<file path="src/rtl/rst_cause_pkg.sv">
// Shared definitions for the reset source status controller.
// Assumes an 8-bit status byte with the bit positions below.
package rst_cause_pkg;
    localparam int STAT_W   = 8;
    localparam int PIN_BIT  = 7;
    localparam int PWR_BIT  = 6;
    localparam int STOP_BIT = 5;
    localparam int WDT_BIT  = 4;
    localparam int LV_BIT   = 0;

    // Latched cause flags, listed from MSB to LSB of the status nibble
    typedef struct packed {
        logic pin;
        logic pwr;
        logic stop;
        logic wdt;
    } cause_flags_t;

    // Winning reset event in a cycle
    typedef enum logic [1:0] {
        EV_NONE = 2'd0,
        EV_PWR  = 2'd1,
        EV_PIN  = 2'd2,
        EV_WDT  = 2'd3
    } evt_src_t;

    // Packs the latched flags and the live low-voltage bit into the status byte
    function automatic logic [STAT_W-1:0] pack_status(cause_flags_t f, logic lv);
        logic [STAT_W-1:0] b;
        b           = '0;
        b[PIN_BIT]  = f.pin;
        b[PWR_BIT]  = f.pwr;
        b[STOP_BIT] = f.stop;
        b[WDT_BIT]  = f.wdt;
        b[LV_BIT]   = lv;
        return b;
    endfunction
endpackage

</file>
<file path="src/rtl/rst_pin_filter.sv">
// Glitch filter for the external active-low reset pin.
// The pin is sampled once, then a counter must see FILT_LEN consecutive low
// samples before filt_low asserts; any high sample clears the count.
// ext_evt pulses for one cycle when filt_low first asserts.
// Assumes the pin is already synchronous to clk.
module rst_pin_filter #(
    parameter int FILT_LEN = 4,
    localparam int CNT_W   = $clog2(FILT_LEN + 1)
) (
    input  logic clk,
    input  logic rst_n,
    input  logic pin_n,
    output logic filt_low,
    output logic ext_evt
);
    localparam logic [CNT_W-1:0] CNT_MAX = CNT_W'(FILT_LEN);

    logic             pin_q;
    logic [CNT_W-1:0] cnt;
    logic             filt_q;

    // Register the raw pin sample
    always_ff @(posedge clk) begin
        if (!rst_n) pin_q <= 1'b1;
        else        pin_q <= pin_n;
    end

    // Count consecutive low samples, saturate at FILT_LEN, clear on high
    always_ff @(posedge clk) begin
        if (!rst_n)          cnt <= '0;
        else if (pin_q)      cnt <= '0;
        else if (cnt != CNT_MAX) cnt <= cnt + 1'b1;
    end

    // Remember the previous filter state to find its rising edge
    always_ff @(posedge clk) begin
        if (!rst_n) filt_q <= 1'b0;
        else        filt_q <= filt_low;
    end

    // Qualified low level and its one-cycle start marker
    always_comb begin
        filt_low = (cnt == CNT_MAX);
        ext_evt  = filt_low & ~filt_q;
    end


    // filt_low can only start after a low pin sample.
    filt_needs_low_chk: assert property (@(posedge clk) disable iff (!rst_n)
        $rose(filt_low) |-> $past(!pin_q));


    // The event marker never lasts two cycles.
    ext_evt_single_chk: assert property (@(posedge clk) disable iff (!rst_n)
        ext_evt |=> !ext_evt);
endmodule

</file>
<file path="src/rtl/lv_detect.sv">
// Low-voltage flag and interrupt generation.
// The live flag is the comparator qualified by the brownout enable; it is
// never stored. The interrupt is a one-cycle pulse on its rising edge.
// Assumes lv_trip is synchronous to clk.
module lv_detect (
    input  logic clk,
    input  logic rst_n,
    input  logic bo_en,
    input  logic lv_trip,
    input  logic irq_en,
    output logic lv_live,
    output logic lv_irq
);
    logic lv_q;

    // Keep the previous qualified level for edge detection
    always_ff @(posedge clk) begin
        if (!rst_n) lv_q <= 1'b0;
        else        lv_q <= lv_live;
    end

    // Live qualified flag and the rising-edge request
    always_comb begin
        lv_live = bo_en & lv_trip;
        lv_irq  = irq_en & lv_live & ~lv_q;
    end


    // The request never spans two cycles.
    lv_irq_pulse_chk: assert property (@(posedge clk) disable iff (!rst_n)
        lv_irq |=> !lv_irq);


    // Nothing is reported while brownout detection is off.
    lv_gated_chk: assert property (@(posedge clk) disable iff (!rst_n)
        !bo_en |-> (!lv_live && !lv_irq));
endmodule

</file>
<file path="src/rtl/rst_status_reg.sv">
// Cause flag register. A read clears every flag; a reset event in the same
// cycle then loads its own flags, which replace the others.
// Assumes at most one event source is presented per cycle (priority is
// resolved by the parent).
module rst_status_reg
    import rst_cause_pkg::*;
(
    input  logic         clk,
    input  logic         rst_n,
    input  evt_src_t     src,
    input  logic         stop_mode,
    input  logic         rd_clr,
    output cause_flags_t flags
);
    cause_flags_t evt_flags;
    cause_flags_t flags_nxt;

    // Flag pattern for the event in this cycle
    always_comb begin
        evt_flags = '0;
        unique case (src)
            EV_PWR:  evt_flags.pwr = 1'b1;
            EV_PIN:  begin
                evt_flags.pin  = 1'b1;
                evt_flags.stop = stop_mode;
            end
            EV_WDT:  begin
                evt_flags.wdt  = 1'b1;
                evt_flags.stop = stop_mode;
            end
            default: evt_flags = '0;
        endcase
    end

    // Read clear first, then the event overrides
    always_comb begin
        flags_nxt = flags;
        if (rd_clr)         flags_nxt = '0;
        if (src != EV_NONE) flags_nxt = evt_flags;
    end

    // Store the flags; power-on sets the power flag
    always_ff @(posedge clk) begin
        if (!rst_n) flags <= '{pin: 1'b0, pwr: 1'b1, stop: 1'b0, wdt: 1'b0};
        else        flags <= flags_nxt;
    end


    read_clears_chk: assert property (@(posedge clk) disable iff (!rst_n)
        (rd_clr && src == EV_NONE) |=> flags == '0);


    event_wins_chk: assert property (@(posedge clk) disable iff (!rst_n)
        (src != EV_NONE) |=> (flags != '0 && $countones(flags) <= 2));


    idle_hold_chk: assert property (@(posedge clk) disable iff (!rst_n)
        (!rd_clr && src == EV_NONE) |=> $stable(flags));
endmodule

</file>
<file path="src/rtl/rst_cause_ctrl.sv">
// Top of the reset source status controller.
// Combines the pin filter, brownout, watchdog and power-on causes into a
// registered system reset and a cause register. Reads of the shared address
// return status; writes load the write-only watchdog control byte.
// Assumes all inputs are synchronous to clk.
module rst_cause_ctrl
    import rst_cause_pkg::*;
#(
    parameter int FILT_LEN = 4
) (
    input  logic              clk,
    input  logic              rst_n,
    input  logic              ext_rst_n,
    input  logic              bo_en,
    input  logic              bo_trip,
    input  logic              lv_trip,
    input  logic              lv_irq_en,
    input  logic              wdt_timeout,
    input  logic              stop_mode,
    input  logic              bus_sel,
    input  logic              bus_rd,
    input  logic              bus_wr,
    input  logic [STAT_W-1:0] bus_wdata,
    output logic [STAT_W-1:0] bus_rdata,
    output logic              sys_rst_n,
    output logic              lv_irq,
    output logic [STAT_W-1:0] wdt_ctrl
);
    logic         filt_low;
    logic         ext_evt;
    logic         lv_live;
    logic         bo_qual;
    logic         rd_stb;
    logic         wr_stb;
    evt_src_t     src;
    cause_flags_t flags;

    rst_pin_filter #(.FILT_LEN(FILT_LEN)) u_filter (
        .clk      (clk),
        .rst_n    (rst_n),
        .pin_n    (ext_rst_n),
        .filt_low (filt_low),
        .ext_evt  (ext_evt)
    );

    lv_detect u_lv (
        .clk     (clk),
        .rst_n   (rst_n),
        .bo_en   (bo_en),
        .lv_trip (lv_trip),
        .irq_en  (lv_irq_en),
        .lv_live (lv_live),
        .lv_irq  (lv_irq)
    );

    rst_status_reg u_status (
        .clk       (clk),
        .rst_n     (rst_n),
        .src       (src),
        .stop_mode (stop_mode),
        .rd_clr    (rd_stb),
        .flags     (flags)
    );

    // Bus strobes and event priority: brownout, then pin, then watchdog
    always_comb begin
        rd_stb  = bus_sel & bus_rd;
        wr_stb  = bus_sel & bus_wr;
        bo_qual = bo_en & bo_trip;
        if (bo_qual)          src = EV_PWR;
        else if (ext_evt)     src = EV_PIN;
        else if (wdt_timeout) src = EV_WDT;
        else                  src = EV_NONE;
    end

    // Read data: status byte during a read, zero otherwise
    always_comb begin
        bus_rdata = rd_stb ? pack_status(flags, lv_live) : '0;
    end

    // Registered system reset from all active causes
    always_ff @(posedge clk) begin
        if (!rst_n) sys_rst_n <= 1'b0;
        else        sys_rst_n <= ~(bo_qual | filt_low | wdt_timeout);
    end

    // Write-only watchdog control byte
    always_ff @(posedge clk) begin
        if (!rst_n)      wdt_ctrl <= '0;
        else if (wr_stb) wdt_ctrl <= bus_wdata;
    end


    brownout_rst_chk: assert property (@(posedge clk) disable iff (!rst_n)
        (bo_en && bo_trip) |=> !sys_rst_n);


    wdt_rst_chk: assert property (@(posedge clk) disable iff (!rst_n)
        wdt_timeout |=> !sys_rst_n);


    wdt_load_chk: assert property (@(posedge clk) disable iff (!rst_n)
        (bus_sel && bus_wr) |=> wdt_ctrl == $past(bus_wdata));


    reserved_zero_chk: assert property (@(posedge clk) disable iff (!rst_n)
        bus_rdata[3:1] == 3'b000);
endmodule

</file>
<file path="config.mk">
export PLATFORM = sky130hd
export DESIGN_NAME = rst_cause_ctrl
export DESIGN_NICKNAME = d
export VERILOG_FILES = /design/src/rtl/rst_cause_pkg.sv /design/src/rtl/rst_pin_filter.sv /design/src/rtl/lv_detect.sv /design/src/rtl/rst_status_reg.sv /design/src/rtl/rst_cause_ctrl.sv
export SDC_FILE = /design/constraint.sdc
export NUM_CORES = 1
export LEC_CHECK = 0
export BUFFER_PORTS_ARGS = -buffer_cell sky130_fd_sc_hd__buf_4
export CORE_ASPECT_RATIO = 1.4
export CORE_MARGIN = 2
export CORE_UTILIZATION = 39
export DETAILED_ROUTE_END_ITERATION = 8
export PLACE_DENSITY = 0.73
export SLEW_MARGIN = 15
export SYNTH_ARGS = -nofsm -noshare
export SYNTH_HDL_FRONTEND = slang
export SYNTH_SLANG_ARGS = --single-unit
</file>
<file path="constraint.sdc">
create_clock -name clk -period 1.15 [get_ports clk]
set_clock_uncertainty 0.05 [all_clocks]
set_input_delay 0.23 -clock clk [delete_from_list [all_inputs] [get_ports clk]]
set_output_delay 0.23 -clock clk [all_outputs]
set_load 0.02 [all_outputs]
</file>
==> metrics.log, run 1 <==
[metrics] via count of the first global-routing pass: 776
[metrics] RSZ-0062 raised after global routing: true
[metrics] P per Cell Area: between 1000 and 1500 mW/mm²
[metrics] Worst path depth: 2
[metrics] detailed-route wire length per cell: between 10 and 15 µm
[metrics] synthesized instance count: between 90 and 100
[metrics] core region area: 0.00180 mm²
[metrics] Yosys Warn Count: 0
[metrics] worst-case vdd ir drop: 0.707 mV
[metrics] Clk Tree Root Cell: sky130_fd_sc_hd__clkbuf_4
[metrics] setup total negative slack: -183 ps
[metrics] clock-pin transition on the worst setup and hold timing paths: 100 ps
[metrics] hold_buf cts: 0
[metrics] maximum number of pins on one net before global-route repair: 16
[metrics] sum of met2 wire segment lengths after detailed routing: between 1000 and 1500 µm
[metrics] height of the die: 56.4 µm
[metrics] initial cell density of the core: 42.4%
[metrics] synthesized area: 764 µm²
[metrics] Max H-tree Level: 1
[metrics] total DRC errors in the routed layout: 0
[metrics] Worst Setup SP: u_lv.lv_q
[metrics] worst-path cell with the longest stage delay: sky130_fd_sc_hd__dfxtp_2
[metrics] Critical Setup Path Class: reg2out
[metrics] area added between synthesis and finish: 48.4%
[metrics] cell count after placement: 144
[metrics] overall routed net length: 1870 µm
[metrics] clock period minus final worst setup slack: between 1000 and 1500 ps
[metrics] initial antenna violation count: 0
[metrics] leading cell type in the layout, fill and taps excluded: sky130_fd_sc_hd__buf_4
[metrics] DR iter-0 viols: 11
[metrics] achievable frequency: 832 MHz
[metrics] Synth Area per Inst: 8.40 µm²
[metrics] signal arrival time at the worst endpoint: 920 ps
[metrics] antenna diode instance count: 0
[metrics] placed wire-length estimate: between 1000 and 1500 µm
[metrics] gpl congestion: 0.773
[metrics] number of clock sinks: 19
[metrics] Ports: 38
[metrics] critical path fanouts, max: 1
[metrics] leakage power total: about 0.5 nW
[metrics] area of all placed cells without fillers: 0.00113 mm²
[metrics] Post-Route M1 WL: 675 µm
[metrics] number of buffer and inverter instances along the worst setup path: 1
[metrics] die area: 0.00234 mm²
[metrics] crit share post-route: 104%
[metrics] capturing element type of the critical path: output port
[metrics] critical register-to-register path endpoint: u_status.flags[1]
[metrics] wire length of the first global-routing pass: 3220 µm
[metrics] final hold viol count: 0
[metrics] violations in the final reports: setup timing
[metrics] total number of nets in the final design: 154
[metrics] residual antenna-violating net count after detailed routing: 0
[metrics] synthesized flop and latch total: 19
[metrics] wire length on met3: 126 µm
[metrics] width of the chip: ~41 µm
[metrics] status: complete, but fails checks
[metrics] total number of placement rows: 18
[metrics] worst r2r path cells: 5
[metrics] DP Worst Slack: approximately 1.8 ps
[metrics] PnR worst setup slack: -51.2 ps
[metrics] launch instance of the worst register-to-register path: u_filter.cnt[0]
[metrics] total vias in the final route: 765
[metrics] highest metal used: met4
[metrics] Tot Pwr: 1.24 mW
[metrics] worst-path cell chain: nor3b_2 -> buf_4
[metrics] library cells used by synthesis: 22
[metrics] Setup crit start kind: register
[metrics] Overall Global Routing Usage: 17.7%
[metrics] length of the first detailed-routing pass in iterations: 2
[metrics] layout cells sized above 1: 44.3%
[metrics] part of the Yosys area used for sequential elements: 49.8%
[metrics] detailed-route vias per instance: 5.07
[metrics] placement-stage cell area: 0.00103 mm²
[metrics] worst hold slack after final layout: 78.6 ps
[metrics] termination of the worst setup path: lv_irq
[metrics] r2r setup slk: about 40 ps
[metrics] number of standard cells in the final layout excluding fillers: 151
[metrics] total count of max-transition violations in the final report: 0
[metrics] setup violators final: 5
[metrics] biggest cell delay along the critical path: 330 ps
[metrics] cell family with most CP delay: flip-flops
[metrics] top library cells by usage in the layout, fill and taps aside: sky130_fd_sc_hd__buf_4 (35), sky130_fd_sc_hd__nand2_1 (14), sky130_fd_sc_hd__a21oi_1 (13)
[metrics] worst-case clock buffer depth: 2
[metrics] max_cap viols: 0
[metrics] total congestion overflow: 0
[metrics] type of the worst min-delay path: in2reg
[metrics] clock buffer count from CTS: 3
[metrics] worst path required time: around 870 ps
[metrics] clock tree from TritonCTS: built
[metrics] Clk Latency, worst-skew pair: between 200 and 300 ps
[metrics] final core occ: roughly 63%
[metrics] port bufs: 34
-- power breakdown --
| part | switching [mW] | internal (mW) |
|---|---|---|
| registers | 0.0119 | 0.686 |
| logic | 0.110 | 0.108 |
| clock network | 0.188 | 0.135 |
-- state kept, by name, summed over array words and instances (netlist names) --
signal and flops:
wdt_ctrl 8, u_filter.filt_q 1, u_filter.cnt 3, u_status.flags 4, u_lv.lv_q 1, u_filter.pin_q 1
sys_rst_n 1
-- cell usage after synthesis --
master | n | share of area [%]
sky130_fd_sc_hd__a21oi_1 | 13 | 8.5
sky130_fd_sc_hd__a31o_1 | 1 | 1.1
sky130_fd_sc_hd__and3_1 | 4 | 3.3
sky130_fd_sc_hd__and3b_1 | 1 | 1.1
sky130_fd_sc_hd__buf_2 | 1 | 0.65
sky130_fd_sc_hd__buf_4 | 4 | 3.9
sky130_fd_sc_hd__conb_1 | 1 | 0.49
sky130_fd_sc_hd__dfxtp_1 | 19 | 50
sky130_fd_sc_hd__ha_1 | 2 | 3.3
sky130_fd_sc_hd__inv_1 | 2 | 0.98
sky130_fd_sc_hd__inv_2 | 1 | 0.49
sky130_fd_sc_hd__nand2_1 | 15 | 7.4
sky130_fd_sc_hd__nand2_2 | 1 | 0.82
sky130_fd_sc_hd__nand2b_1 | 2 | 1.6
sky130_fd_sc_hd__nand3_1 | 9 | 5.9
sky130_fd_sc_hd__nand3b_1 | 1 | 0.98
sky130_fd_sc_hd__nand4b_1 | 1 | 1.1
sky130_fd_sc_hd__nor2_1 | 7 | 3.4
sky130_fd_sc_hd__nor3_1 | 2 | 1.3
sky130_fd_sc_hd__nor3b_1 | 2 | 2.0
sky130_fd_sc_hd__o21ai_1 | 1 | 0.65
sky130_fd_sc_hd__xnor2_1 | 1 | 1.1
-- worst reg2reg max path: stages, from the launching register on --
cell and delay [ps]:
sky130_fd_sc_hd__dfxtp_2 340, sky130_fd_sc_hd__inv_1 40, sky130_fd_sc_hd__ha_2 200, sky130_fd_sc_hd__and3b_1 190, sky130_fd_sc_hd__o21ai_1 120, sky130_fd_sc_hd__a21oi_1 70
-- cell type report --
class	instances	area, µm²
fill	162	667
sequential	19	389
multi-input combinational	66	375
timing repair buffer	39	308
clock buffer	4	26.3
tap	20	25.0
inverter	3	11.3
-- cell families after synthesis --
family                   Yosys count  share of synthesized area [%]
AO/OA/AOI/OAI                     15                           10.3
XOR/XNOR                           1                           1.15
adder cells (fa/ha/maj)            2                           3.27
buffers and inverters              8                           6.06
flip-flops                        19                           49.8
other                              1                          0.491
AND/OR/NAND/NOR                   45                           29.0
-- how the worst min path moves through the flow --
stage / start / to / slack [ps] / depth (start not counted)
3_3_place_gp: ext_rst_n / u_filter.pin_q / 360 / 2
3_5_place_dp: ext_rst_n / u_filter.pin_q / 390 / 2
4_1_cts: ext_rst_n / u_filter.pin_q / 70 / 2
5_1_grt: ext_rst_n / u_filter.pin_q / 60 / 2
6_report: ext_rst_n / u_filter.pin_q / 80 / 2
2_1_floorplan: rst_n / u_filter.pin_q / 250 / 1
-- timing repair --
item | 4_1_cts | 5_1_grt
endpoints found under the hold margin | 0 | 0
setup buffers | 2 | 1
endpoints found under the setup margin | 6 | 10
pin swaps | 1 | 0
resized for setup | 14 | 4
-- layer usage --
metal,vias to the layer above,global-route usage [%]
met1,345,17.9
met5,-,0
met4,0,8.29
met2,32,33.3
li1,384,-
met3,4,3.86
No activity file was read; power rests on OpenSTA's default activity.
==> run 2: changes to the inputs <==
- REMOVE_ABC_BUFFERS: not set -> 1
- TNS_END_PERCENT: not set -> 30
==> run 2 against run 1 <==
Effect of this change:
- the flow still finishes with violations (setup timing)
- highest routed layer unchanged
- core utilization fell by 1.2 points
- register-to-register slack worse by 60 ps
- hold slack lost 11 ps
- cell count shrank 2.0%
- largest power group unchanged
- combinational power is 4% lower
- design area down 1.9%
- via count fell by 4.1%
- critical path type unchanged
- clock power rose by 1%
- total power down 0.42%
- global-route usage decreased by 1.6 points
==> metrics.log, run 2 (synthesized netlist as in run 1, its figures left out) <==
[metrics] antenna diode instance count: 0 (unchanged)
[metrics] critical path fanouts, max: 1 (unchanged)
[metrics] total vias in the final route: 734 (-4.1%)
[metrics] core region area: 0.00180 mm² (unchanged)
[metrics] placement-stage cell area: 0.00103 mm² (unchanged)
[metrics] setup violators final: 6 (+1)
[metrics] crit share post-route: 106% (+1.6 points)
[metrics] number of clock sinks: 19 (unchanged)
[metrics] GRT Max-Usage Layer: met2
[metrics] Max H-tree Level: 1 (unchanged)
[metrics] worst-case clock buffer depth: 2 (unchanged)
[metrics] met3 Use GR: 2.89% (-0.96 points)
[metrics] detailed-route vias per instance: 4.96 (-2.1%)
[metrics] initial antenna violation count: 0 (unchanged)
[metrics] worst-path cell chain: nor3b_2 -> buf_4
[metrics] number of buffer and inverter instances along the worst setup path: 1 (unchanged)
[metrics] layout cells sized above 1: 42.2% (-2.1 points)
[metrics] biggest cell delay along the critical path: 330 ps (about the same)
[metrics] Clk Latency, worst-skew pair: 290 ps (about the same)
[metrics] wire length of the first global-routing pass: 2920 µm (-9.4%)
[metrics] Ports: 38 (unchanged)
[metrics] cell family with most CP delay: flip-flops
[metrics] gpl congestion: 0.720 (-6.8%)
[metrics] maximum number of pins on one net before global-route repair: 16 (unchanged)
[metrics] switching part of the total: 25.2% (+0.16 points)
[metrics] type of the worst min-delay path: in2reg
[metrics] area of all placed cells without fillers: 0.00111 mm² (-1.9%)
[metrics] worst r2r path cells: 5 (unchanged)
[metrics] max_cap viols: 0 (unchanged)
[metrics] top library cells by usage in the layout, fill and taps aside: sky130_fd_sc_hd__buf_4 (32), sky130_fd_sc_hd__nand2_1 (15), sky130_fd_sc_hd__a21oi_1 (13), sky130_fd_sc_hd__dfxtp_1 (13), sky130_fd_sc_hd__nand3_1 (9)
[metrics] status: complete, but fails checks
[metrics] length of the first detailed-routing pass in iterations: 3 (+1)
[metrics] clock share of power: 26.5% (+0.4 points)
[metrics] Worst path depth: 2 (unchanged)
[metrics] violations in the final reports: setup timing
[metrics] achievable frequency: 820 MHz (-1.5%)
[metrics] clock buffer count from CTS: 3 (unchanged)
[metrics] clock-pin transition on the worst setup and hold timing paths: 100 ps (about the same)
[metrics] Overall Global Routing Usage: 16.1% (-1.6 points)
[metrics] signal arrival time at the worst endpoint: 940 ps (+20 ps)
[metrics] largest registers: wdt_ctrl x8, u_status.flags x4, u_filter.cnt x3
[metrics] Reg with most FFs: wdt_ctrl
[metrics] hold_buf cts: 0 (unchanged)
[metrics] height of the die: 56.4 µm (unchanged)
[metrics] total congestion overflow: 0 (unchanged)
[metrics] width of the chip: 41.4 µm (unchanged)
[metrics] total number of placement rows: 18 (unchanged)
[metrics] met1 Track Usage GR: 16.3% (-1.5 points)
[metrics] total internal power: 923 µW (-0.64%)
[metrics] number of standard cells in the final layout excluding fillers: 148 (-2.0%)
[metrics] leakage power total: 0.490 nW (-3.7%)
[metrics] clock tree from TritonCTS: built
[metrics] Setup crit start kind: register
[metrics] fraction of power consumed by combinational cells: 16.9% (-0.7 points)
[metrics] detailed-route wire length per cell: 11.8 µm (-4.3%)
[metrics] residual antenna-violating net count after detailed routing: 0 (unchanged)
[metrics] Tot Pwr: 1.23 mW (-0.42%)
[metrics] P per Cell Area: 1110 mW/mm² (+1.5%)
[metrics] final hold viol count: 0 (unchanged)
[metrics] count of filler cells inserted in the layout: 161 (-0.62%)
[metrics] overall routed net length: 1750 µm (-6.2%)
[metrics] met2 usage in global routing: 30.4% (-2.9 points)
[metrics] total count of max-transition violations in the final report: 0 (unchanged)
[metrics] die area: 0.00234 mm² (unchanged)
[metrics] total DRC errors in the routed layout: 0 (unchanged)
[metrics] leading cell type in the layout, fill and taps excluded: sky130_fd_sc_hd__buf_4
[metrics] DR iter-0 viols: 3 (-8)
[metrics] cell depth of the worst hold path: 2 (unchanged)
[metrics] Seq pwr share: 56.6% (+0.2 points)
[metrics] Clk Tree Root Cell: sky130_fd_sc_hd__clkbuf_4
[metrics] worst-case vdd ir drop: 0.857 mV (+21%)
[metrics] port bufs: 34 (unchanged)
[metrics] RSZ-0062 raised after global routing: true
[metrics] area added between synthesis and finish: 45.7%
[metrics] via count of the first global-routing pass: 690 (-11%)
[metrics] capturing element type of the critical path: output port
[metrics] initial cell density of the core: 42.4% (unchanged)
[metrics] cell count after placement: 144 (unchanged)
[metrics] max FFs per register: 8 (unchanged)
[metrics] worst path required time: 870 ps (about the same)
[metrics] PnR worst setup slack: -70.0 ps (-18.8 ps)
[metrics] clock period minus final worst setup slack: 1220 ps (+18.8 ps)
[metrics] placed wire-length estimate: 1340 µm (-5.8%)
[metrics] worst-path cell with the longest stage delay: sky130_fd_sc_hd__dfxtp_2
[metrics] total number of nets in the final design: 151 (-1.9%)
[metrics] switching power: 310 µW (+0.24%)
[metrics] Critical Setup Path Class: reg2out
[metrics] DP Worst Slack: -50.8 ps (-52.6 ps)
run 2: cell count changes in the layout (fill, tap and decap cells not counted), sizes merged:
| cell | before | now |
|---|---|---|
| buf | 39 | 36 |
run 2: worst paths after layout:
path / startpoint / end / slack, ps
worst max-delay path: u_lv.lv_q / lv_irq / -70
worst min-delay path: ext_rst_n / u_filter.pin_q / 70
worst max register to register: u_filter.cnt[1] / u_status.flags[1] / -20
worst min register to register: wdt_ctrl[3] / wdt_ctrl[3] / 410
run 2: repair_timing:
action / CTS / global route
gates resized for setup: 13 / 4
pin swaps: 1 / 0
setup endpoints to repair: 7 / 9
setup buffers: 0 / 0
run 2: layout make-up:
cell class | instances | area, µm² | share of cell area, %
Multi-Input combinational cell | 66 | 378 | 33.9
Inverter | 3 | 11.3 | 1.01
Timing Repair Buffer | 36 | 285 | 25.6
Clock buffer | 4 | 26.3 | 2.36
Sequential cell | 19 | 388 | 34.8
Tap cell | 20 | 25.0 | 2.25
run 2: power by group through the flow:
stage               logic [mW]  clock network (mW)  registers, mW
detailed placement       0.199                   0          0.711
global placement         0.196                   0          0.709
finish                   0.209               0.327          0.697
global route             0.227               0.364          0.701
floorplan               0.0684                   0          0.728
CTS                      0.205               0.344          0.697
run 2: stage by stage:
step                util, %  hold slack [ps]  setup TNS (ps)
global placement       57.3              361               0
global route           61.8             59.9            -489
detailed placement     57.3              372           -50.8
CTS                    60.7             58.5            -241
floorplan                 -              253               0
finish                 61.8             67.4            -228
run 2: metal layers:
layer	vias up	part of all wire, %
met1	324	41
met2	30	49
met4	0	2.5
li1	376	-
met3	4	7.3
met5	-	0
